`src/rtl/tdc8_pkg.sv`:
```
package tdc8_pkg;

    // Measurement phase of the shared controller
    typedef enum logic [1:0] {
        PH_IDLE = 2'd0,  // waiting for a start
        PH_RUN  = 2'd1,  // at least one channel still counting
        PH_HELD = 2'd2   // all channels finished, results held until clear
    } phase_e;

endpackage

```
`src/rtl/tdc8_chan.sv`:
```
module tdc8_chan #(
    parameter int CW = 11
) (
    input  logic          clk,
    input  logic          rst_n,
    input  logic          clear_i,
    input  logic          arm_i,
    input  logic          stop_en_i,
    input  logic          stop_i,
    output logic [CW-1:0] count_o,
    output logic          ovr_o,
    output logic          run_o
);

    localparam logic [CW-1:0] FULL = '1;

    typedef struct packed {
        logic [CW-1:0] count;
        logic          ovr;
        logic          run;
    } chan_t;

    chan_t st_d, st_q;

    always_comb begin
        st_d = st_q;
        if (clear_i) begin
            st_d = '0;
        end else if (arm_i) begin
            st_d.count = '0;
            st_d.ovr   = 1'b0;
            st_d.run   = 1'b1;
        end else if (st_q.run) begin
            if (st_q.count == FULL) begin
                // full-scale window used up: internal timeout
                st_d.ovr = 1'b1;
                st_d.run = 1'b0;
            end else begin
                st_d.count = st_q.count + 1'b1;
                if (stop_en_i && stop_i) begin
                    st_d.run = 1'b0;
                end
            end
        end
    end

    always_ff @(posedge clk or negedge rst_n) begin
        if (!rst_n) begin
            st_q <= '0;
        end else begin
            st_q <= st_d;
        end
    end

    assign count_o = st_q.count;
    assign ovr_o   = st_q.ovr;
    assign run_o   = st_q.run;

    // overrange results carry a saturated count
    assert_saturate_R6: assert property (@(posedge clk) disable iff (!rst_n)
        st_q.ovr |-> (st_q.count == FULL));

    // a channel that reaches full scale times out on the next edge
    assert_timeout_R6: assert property (@(posedge clk) disable iff (!rst_n)
        (st_q.run && st_q.count == FULL && !clear_i && !arm_i) |=> st_q.ovr);

    // a finished channel ignores later stops
    assert_frozen_R5: assert property (@(posedge clk) disable iff (!rst_n)
        (!st_q.run && !arm_i && !clear_i) |=> $stable(st_q.count));

endmodule

```
`src/rtl/tdc8_ctrl.sv`:
```
module tdc8_ctrl
    import tdc8_pkg::*;
#(
    parameter int NCH = 8
) (
    input  logic           clk,
    input  logic           rst_n,
    input  logic           start_i,
    input  logic           veto_i,
    input  logic           inhibit_i,
    input  logic           test_start_i,
    input  logic           clear_i,
    input  logic [NCH-1:0] run_i,
    output logic           arm_o,
    output logic           stop_en_o,
    output logic           busy_o,
    output logic           done_o
);

    typedef struct packed {
        phase_e phase;
        logic   test;
        logic   done;
    } ctrl_t;

    ctrl_t st_d, st_q;
    logic  take_ext;
    logic  arm;

    always_comb begin
        take_ext = start_i && !veto_i;
        arm      = (st_q.phase == PH_IDLE) && !clear_i && !inhibit_i
                   && (take_ext || test_start_i);

        st_d      = st_q;
        st_d.done = 1'b0;
        if (clear_i) begin
            st_d = '0;
        end else begin
            unique case (st_q.phase)
                PH_IDLE: begin
                    if (arm) begin
                        st_d.phase = PH_RUN;
                        st_d.test  = test_start_i;
                    end
                end
                PH_RUN: begin
                    if (run_i == '0) begin
                        st_d.phase = PH_HELD;
                        st_d.done  = 1'b1;
                    end
                end
                PH_HELD: ;
                default: st_d = '0;
            endcase
        end
    end

    always_ff @(posedge clk or negedge rst_n) begin
        if (!rst_n) begin
            st_q <= '0;
        end else begin
            st_q <= st_d;
        end
    end

    assign arm_o     = arm;
    assign stop_en_o = !st_q.test;
    assign busy_o    = (st_q.phase != PH_IDLE);
    assign done_o    = st_q.done;

    assert_veto_R2: assert property (@(posedge clk) disable iff (!rst_n)
        (st_q.phase == PH_IDLE && start_i && veto_i && !test_start_i)
        |=> (st_q.phase == PH_IDLE));

    assert_inhibit_R2: assert property (@(posedge clk) disable iff (!rst_n)
        (st_q.phase == PH_IDLE && inhibit_i) |=> (st_q.phase == PH_IDLE));

    assert_busy_holds_R3: assert property (@(posedge clk) disable iff (!rst_n)
        (st_q.phase != PH_IDLE && !clear_i) |=> (st_q.phase != PH_IDLE));

    assert_done_pulse_R9: assert property (@(posedge clk) disable iff (!rst_n)
        st_q.done |=> !st_q.done);

    assert_clear_R10: assert property (@(posedge clk) disable iff (!rst_n)
        clear_i |=> (st_q.phase == PH_IDLE && !st_q.done));

endmodule

```
`src/rtl/tdc8_top.sv`:
```
module tdc8_top #(
    parameter int NCH = 8,
    parameter int CW  = 11
) (
    input  logic                clk,
    input  logic                rst_n,
    input  logic                start_i,
    input  logic                veto_i,
    input  logic                inhibit_i,
    input  logic                test_start_i,
    input  logic [NCH-1:0]      stop_i,
    input  logic                common_stop_i,
    input  logic                clear_i,
    output logic                busy_o,
    output logic                done_o,
    output logic [NCH*(CW+1)-1:0] result_o
);

    localparam int SW = CW + 1;

    logic           arm;
    logic           stop_en;
    logic [NCH-1:0] run;

    tdc8_ctrl #(.NCH(NCH)) i_ctrl (
        .clk          (clk),
        .rst_n        (rst_n),
        .start_i      (start_i),
        .veto_i       (veto_i),
        .inhibit_i    (inhibit_i),
        .test_start_i (test_start_i),
        .clear_i      (clear_i),
        .run_i        (run),
        .arm_o        (arm),
        .stop_en_o    (stop_en),
        .busy_o       (busy_o),
        .done_o       (done_o)
    );

    for (genvar g = 0; g < NCH; g++) begin : g_chan
        logic [CW-1:0] count;
        logic          ovr;

        tdc8_chan #(.CW(CW)) i_chan (
            .clk       (clk),
            .rst_n     (rst_n),
            .clear_i   (clear_i),
            .arm_i     (arm),
            .stop_en_i (stop_en),
            .stop_i    (stop_i[g] | common_stop_i),
            .count_o   (count),
            .ovr_o     (ovr),
            .run_o     (run[g])
        );

        assign result_o[g*SW +: SW] = {ovr, count};
    end

    // all channels start together
    assert_common_arm_R1: assert property (@(posedge clk) disable iff (!rst_n)
        (arm && !clear_i) |=> (run == '1));

endmodule

```
`config.mk`:
```
export PLATFORM = sky130hd
export DESIGN_NAME = tdc8_top
export DESIGN_NICKNAME = d
export VERILOG_FILES = /design/src/rtl/tdc8_pkg.sv /design/src/rtl/tdc8_chan.sv /design/src/rtl/tdc8_ctrl.sv /design/src/rtl/tdc8_top.sv
export SDC_FILE = /design/constraint.sdc
export NUM_CORES = 1
export LEC_CHECK = 0
export BUFFER_PORTS_ARGS = -buffer_cell sky130_fd_sc_hd__buf_2
export CAP_MARGIN = 10
export CELL_PAD_IN_SITES_DETAIL_PLACEMENT = 1
export CELL_PAD_IN_SITES_GLOBAL_PLACEMENT = 2
export CORE_MARGIN = 8
export CORE_UTILIZATION = 31
export CTS_BUF_LIST = sky130_fd_sc_hd__clkbuf_4
export DETAILED_ROUTE_END_ITERATION = 6
export HOLD_SLACK_MARGIN = 0.06
export PLACE_DENSITY_LB_ADDON = 0.1
export SYNTH_ARGS = -nofsm -noshare
export SYNTH_HDL_FRONTEND = slang
export SYNTH_SLANG_ARGS = --single-unit
```
`constraint.sdc`:
```
create_clock -name clk -period 1.91 [get_ports clk]
set_clock_uncertainty 0.15 [all_clocks]
set_input_delay 0.2865 -clock clk [delete_from_list [all_inputs] [get_ports clk]]
set_output_delay 0.2865 -clock clk [all_outputs]
set_load 0.01 [all_outputs]
```
Word-level counts from Yosys, hierarchy flattened
Cells that the tools add are included.
- bits in registers: 108
- input bits: 16
- output and inout port bits: 98
- logic and storage cells: 183
- add/sub/neg operators: 8
- eq/ne operators: 22
- muxes and demuxes: 63
- bitwise gates (word level): 8
- reductions and logical operators: 55
- operators by type and width (kind ; count):
    $mux W13 ; 24
    $add A11 B1 Y11 const B ; 8
    $eq A11 B11 Y1 const B ; 8
    $mux W11 ; 8
    $reduce_bool A3 Y1 ; 16
    $reduce_and A2 Y1 ; 17
    $ne A3 B3 Y1 const B ; 9
    $mux W1 ; 26
    $logic_and A1 B1 Y1 ; 12
    $logic_not A8 Y1 ; 1
    $or A1 B1 Y1 ; 8
    $pmux W2 S3 ; 1
    $logic_not A1 Y1 ; 4
    $mux W4 ; 1
    $mux W3 ; 1
    $ne A3 B2 Y1 const B ; 1
    $reduce_and A3 Y1 ; 1
    $eq A2 B1 Y1 const B ; 1
    $eq A2 B2 Y1 const B ; 1
    $logic_not A2 Y1 ; 1
    $mux W2 ; 1
    $ne A2 B1 Y1 const B ; 1
    $ne A2 B2 Y1 const B ; 1
    $pmux W1 S2 ; 1
    other kinds (3) ; 3

Depth between registers and ports, before layout
- depth in word-level cells: 7
- depth in mapped cells: 7
- mapped depth without buffers: 6

By module
Synthesis repeated with hierarchy kept, for this count alone.
- cells, all modules: 598
- area, all modules: 6040.8 um2
- by module, submodules not included (module ; instances ; cells an instance ; area each (um2) ; seq. area each (um2)):
    tdc8_chan (g_chan[0].i_chan ...) ; 7 ; 69 ; 704.4 ; 325.3
    tdc8_chan (g_chan[7].i_chan) ; 1 ; 69 ; 689.4 ; 325.3
    tdc8_ctrl ; 1 ; 30 ; 310.3 ; 100.1
    tdc8_top ; 1 ; 16 ; 110.1 ; 0.0

Worst setup path before layout
OpenSTA, ideal clock, no wires.
- path type: register -> register
- from: reg g_chan[4].i_chan.st_q, in the netlist g_chan[4].i_chan.count_o[0]
- to: reg g_chan[4].i_chan.st_q, in the netlist g_chan[4].i_chan.count_o[9]
- setup time: 0.078 ns
- data arrival time: 1.645 ns
- required time: 1.682 ns
- path slack: 0.037 ns
- cell stages (with the launch flop): 6
- path buffers: 0
- clock period less this slack: 1.873 ns
- path through: dfrtp_1 ha_1 and2_1 a41o_1 or4_1 a21oi_1
- cells in the longest elaborated chain, start to end: 5
- elaborated cells between the ends (all ways): 8
- those cells by class: 1 x add/sub; 2 x eq/ne; 4 x mux; 1 x reduce/logical
- ends and longest elaborated chain (element ; RTL line ; RTL):
    start, declared ; tdc8_chan.sv:23 ; chan_t st_d, st_q;
    start signal, assigned ; tdc8_chan.sv:51 ; st_q <= st_d;
    $add A11 B1 Y11 ; tdc8_chan.sv:39 ; st_d.count = st_q.count + 1'b1;
    $mux W11 ; tdc8_chan.sv:34 ; if (st_q.count == FULL) begin
    $mux W13 ; tdc8_chan.sv:33 ; end else if (st_q.run) begin
    $mux W13 ; tdc8_chan.sv:29 ; end else if (arm_i) begin
    $mux W13 ; tdc8_chan.sv:27 ; if (clear_i) begin
Several ways; a longest one is shown, not always the timed one. The select of a mux whose other input is x is not followed.
A chain may end at the register's enable or synchronous reset.

Worst setup path in the final report
- from: reg g_chan[4].i_chan.st_q, in the netlist g_chan[4].i_chan.count_o[1]
- to: reg g_chan[4].i_chan.st_q, in the netlist g_chan[4].i_chan.count_o[9]
The elaborated chain is that of the path after synthesis.

==> results by group <==
Status
  – Status: finished, final reports clean

Routing
  – Count of vias placed by the detailed router: 5284
  – First drt pass iteration count: 4
  – Number of remaining DRC errors: 0
  – Drt via density: 5.34
  – Number of antenna-violating nets in the routed design: 0
  – Drt total wl: about 18000 µm
  – Routed wire length per instance: 18.1 µm
  – Detailed Route Iter0 Violations: 274

Die
  – Area of the die: 0.0222 mm²
  – Number of rows created at floorplan: 48
  – Count of pins on the block boundary: 114
  – Starting Density: 0.317
  – Die Width: between 100 and 150 µm
  – Core Box Area: 0.0173 mm²
  – Vertical extent of the die: 149 µm

Global routing
  – Global-route congestion overflow total: 0
  – First-pass GRT wire length: between 20000 and 30000 µm
  – Met1 usage: 0.208
  – GRT Max-Usage Layer: met2
  – Pin count of the biggest net entering global routing: 33
  – Overall routing resource usage: 0.161
  – Antenna violations before repair: 1
  – Met3 capacity usage during global routing: 0.0258
  – Met2 Track Usage GR: 0.271
  – Via count of the first global-routing pass: 5496

CTS
  – Reg clk slew, reported paths: between 0.15 and 0.2 ns
  – Max clock buf depth: 2
  – # H-tree levels: 3
  – Sink count of the clock tree: about 110
  – Master cell of the clock root buffer: sky130_fd_sc_hd__clkbuf_4
  – TritonCTS clock tree: built
  – Clock network latency to the later pin of the worst-skew pair: 0.48 ns
  – Total clock buffers created by CTS: 9

Logic synthesis
  – Synth async-reset ratio: 1.00
  – Syn_area_per_cell: 9.32 µm²
  – Post-Syn Area: 0.00549 mm²
  – Cell accounting for the most synthesized area: sky130_fd_sc_hd__dfrtp_1
  – EDFF count, synth: 0
  – Number of flip-flops and latches in the synthesized netlist: 108
  – Leading cell types by total area after synthesis: sky130_fd_sc_hd__dfrtp_1 49%, sky130_fd_sc_hd__nor2_1 5.4%, sky130_fd_sc_hd__a21oi_1 3.6%
  – Count of cell types in the netlist: 50
  – Cell count after synthesis: between 500 and 600
  – Warnings, synthesis: 0
  – Ys flop type: sky130_fd_sc_hd__dfrtp_1
  – Share of the synthesized area in the top cell type: 0.492
  – Syn_nets: 616
  – Sequential share of the synthesized area: 0.492

Worst setup path
  – Slowest cell delay on critical path: about 0.48 ns
  – CP endpoint kind: flop
  – Crit Path Class: reg2reg
  – Data arrival at the endpoint of the critical path: 2.15 ns
  – Category of the worst setup path launch point: flop
  – Cell at the slowest stage of the critical path: sky130_fd_sc_hd__or4_1
  – Ordered cell list for the critical path: ha_2, and2_4, a41o_4, or4_1, a21oi_2
  – Highest net fanout along the worst path: 8
  – Crit path required time: 2.18 ns

STA
  – Crit path setup slack, layout: between 0.03 and 0.04 ns
  – Unrepaired setup endpoints after global routing: yes
  – Fraction of the cycle the final worst path needs: 0.980
  – Count of final max-slew check failures: 0
  – Worst slew margin relative to its limit: 0.626
  – Slew @ Worst Pin: 0.561 ns
  – Post-layout minimum cycle time: 1.87 ns
  – Final number of hold-violating endpoints: 0
  – Final-report setup violation count: 0
  – Maximum clock frequency: 534 MHz

Place
  – Weighted congestion at the end of routability-driven global placement: between 0.8 and 0.9
  – Post-Place Setup Slack: between 0.004 and 0.005 ns
  – Port bufs: 113
  – Detailed placement HPWL: 13200 µm

Finish
  – Utilization of the core after routing: 0.408
  – Commonest non-fill, non-tap cells in the layout: 112 x sky130_fd_sc_hd__buf_2, 108 x sky130_fd_sc_hd__dfrtp_1, 79 x sky130_fd_sc_hd__nor2_1
  – Share of layout cells above drive strength 1: 0.269
  – Area delta synth->final: 28.6%
  – Number of nets in the layout: ~800
  – Most common cell after layout, fill and taps aside: sky130_fd_sc_hd__buf_2
  – Area of the multi-input gates: roughly 0.0027 mm²
  – Number of fill cells: 2055
  – FF/Latch Area: 0.00270 mm²

Worst hold path
  – Worst hold-check path type: in2reg

Pwr
  – Maximum vdd drop: approximately 0.27 mV
  – LEAKAGE: about 3.3 nW
  – Total power consumption of the routed design: 4.93 mW
  – Power per standard cell area: 698 mW/mm²

Flow run
  – Count of max-cap constraint violations: 0
==> state kept, by name, summed over array words and instances, names as in the netlist <==
name	count
i_ctrl.st_q	3
g_chan.i_chan.count_o	88
g_chan.i_chan.run_o	8
i_ctrl.done_o	1
g_chan.i_chan.ovr_o	8
==> final timing paths <==
| check | startpoint | endpoint | slack (ns) | depth (start not counted) |
|---|---|---|---|---|
| hold / removal | common_stop_i | g_chan[7].i_chan.run_o$_DFF_PN0_ | 0.1 | 4 |
| setup reg to reg | g_chan[4].i_chan.count_o[1]$_DFFE_PN0P_ | g_chan[4].i_chan.count_o[9]$_DFFE_PN0P_ | 0.04 | 5 |
| max in group asynchronous | rst_n | g_chan[0].i_chan.count_o[7]$_DFFE_PN0P_ | 0.86 | 3 |
| setup / recovery | g_chan[4].i_chan.count_o[1]$_DFFE_PN0P_ | g_chan[4].i_chan.count_o[9]$_DFFE_PN0P_ | 0.04 | 5 |
| min in group asynchronous | rst_n | g_chan[7].i_chan.count_o[2]$_DFFE_PN0P_ | 0.17 | 2 |
| hold reg to reg | g_chan[2].i_chan.ovr_o$_DFFE_PN0P_ | g_chan[2].i_chan.ovr_o$_DFFE_PN0P_ | 0.38 | 2 |
==> power by group <==
part           internal [mW]  switching (mW)
clock                  0.555           0.796
combinational          0.454           0.634
sequential              2.38           0.111
==> stage by stage <==
| stage | cell area (µm²) | hold WS [ns] | TNS [ns] | instances |
|---|---|---|---|---|
| 2_1_floorplan | 5490 | -0.159 | 0 | 589 |
| 3_3_place_gp | 6680 | 0.163 | 0 | 954 |
| 3_5_place_dp | 6680 | 0.174 | 0 | 954 |
| 4_1_cts | 6990 | 0.0710 | 0 | 984 |
| 5_1_grt | 7060 | 0.119 | -0.0485 | 989 |
| 6_report | 7060 | 0.0963 | 0 | 989 |
==> worst max-delay path: cells and delay by family, from the launching register on <==
family | cells | cell delay [ns]
AOI/OAI and AO/OA | 2 | 0.42
adders and majority gates | 1 | 0.19
DFF | 1 | 0.42
and+or+nand+nor | 2 | 0.64
==> area by class of cell <==
cell class | count | area share
Timing Repair Buffer | 182 | 0.170
Clock inverter | 5 | 0.0108
Multi-Input combinational cell | 440 | 0.376
Sequential cell | 108 | 0.383
Inverter | 17 | 0.00903
Tap cell | 225 | 0.0399
Clock buffer | 11 | 0.0117
Antenna cell | 1 | 0.000354
==> cell families (layout without fill, tap and decap cells) <==
family | Yosys count | count (layout) | share of synthesized area
muxes | 2 | 2 | 0.00365
buffers and inverters | 41 | 215 | 0.0349
xor gates and xnor gates | 20 | 20 | 0.0319
DFF | 108 | 108 | 0.492
and+or+nand+nor | 260 | 260 | 0.238
other | 0 | 1 | 0
AOI/OAI and AO/OA | 147 | 147 | 0.175
adders and majority gates | 11 | 11 | 0.0251
==> cell usage after synthesis (5+ instances only) <==
| cell type | n |
|---|---|
| sky130_fd_sc_hd__nor2_1 | 79 |
| sky130_fd_sc_hd__inv_1 | 17 |
| sky130_fd_sc_hd__o21ai_0 | 31 |
| sky130_fd_sc_hd__and3_1 | 16 |
| sky130_fd_sc_hd__or4_1 | 5 |
| sky130_fd_sc_hd__nor3_1 | 21 |
| sky130_fd_sc_hd__nand4_1 | 25 |
| sky130_fd_sc_hd__a211oi_1 | 11 |
| sky130_fd_sc_hd__a21oi_1 | 39 |
| sky130_fd_sc_hd__a31oi_1 | 16 |
| sky130_fd_sc_hd__clkbuf_1 | 9 |
| sky130_fd_sc_hd__o31ai_1 | 20 |
| sky130_fd_sc_hd__xnor2_1 | 8 |
| sky130_fd_sc_hd__nand3_1 | 36 |
| sky130_fd_sc_hd__nand2_1 | 34 |
| sky130_fd_sc_hd__and2_1 | 7 |
| sky130_fd_sc_hd__buf_4 | 8 |
| sky130_fd_sc_hd__buf_2 | 6 |
| sky130_fd_sc_hd__xor2_1 | 12 |
| sky130_fd_sc_hd__ha_1 | 11 |
| sky130_fd_sc_hd__dfrtp_1 | 108 |
| sky130_fd_sc_hd__and4_1 | 5 |
| sky130_fd_sc_hd__or3_1 | 18 |
==> what timing repair did <==
action,CTS,global route
setup endpoints to repair,3,22
hold buffers,12,0
endpoints found under the hold margin,105,0
buffers inserted,2,4
gates resized for setup,4,12
pin swaps,3,5
==> per-layer routing <==
metal  vias up  wire (µm)
li1       2523          -
met5         -          0
met1      2665       8330
met2        81       8680
met3        15        627
met4         0        242
(Power assumes the default switching activity.)
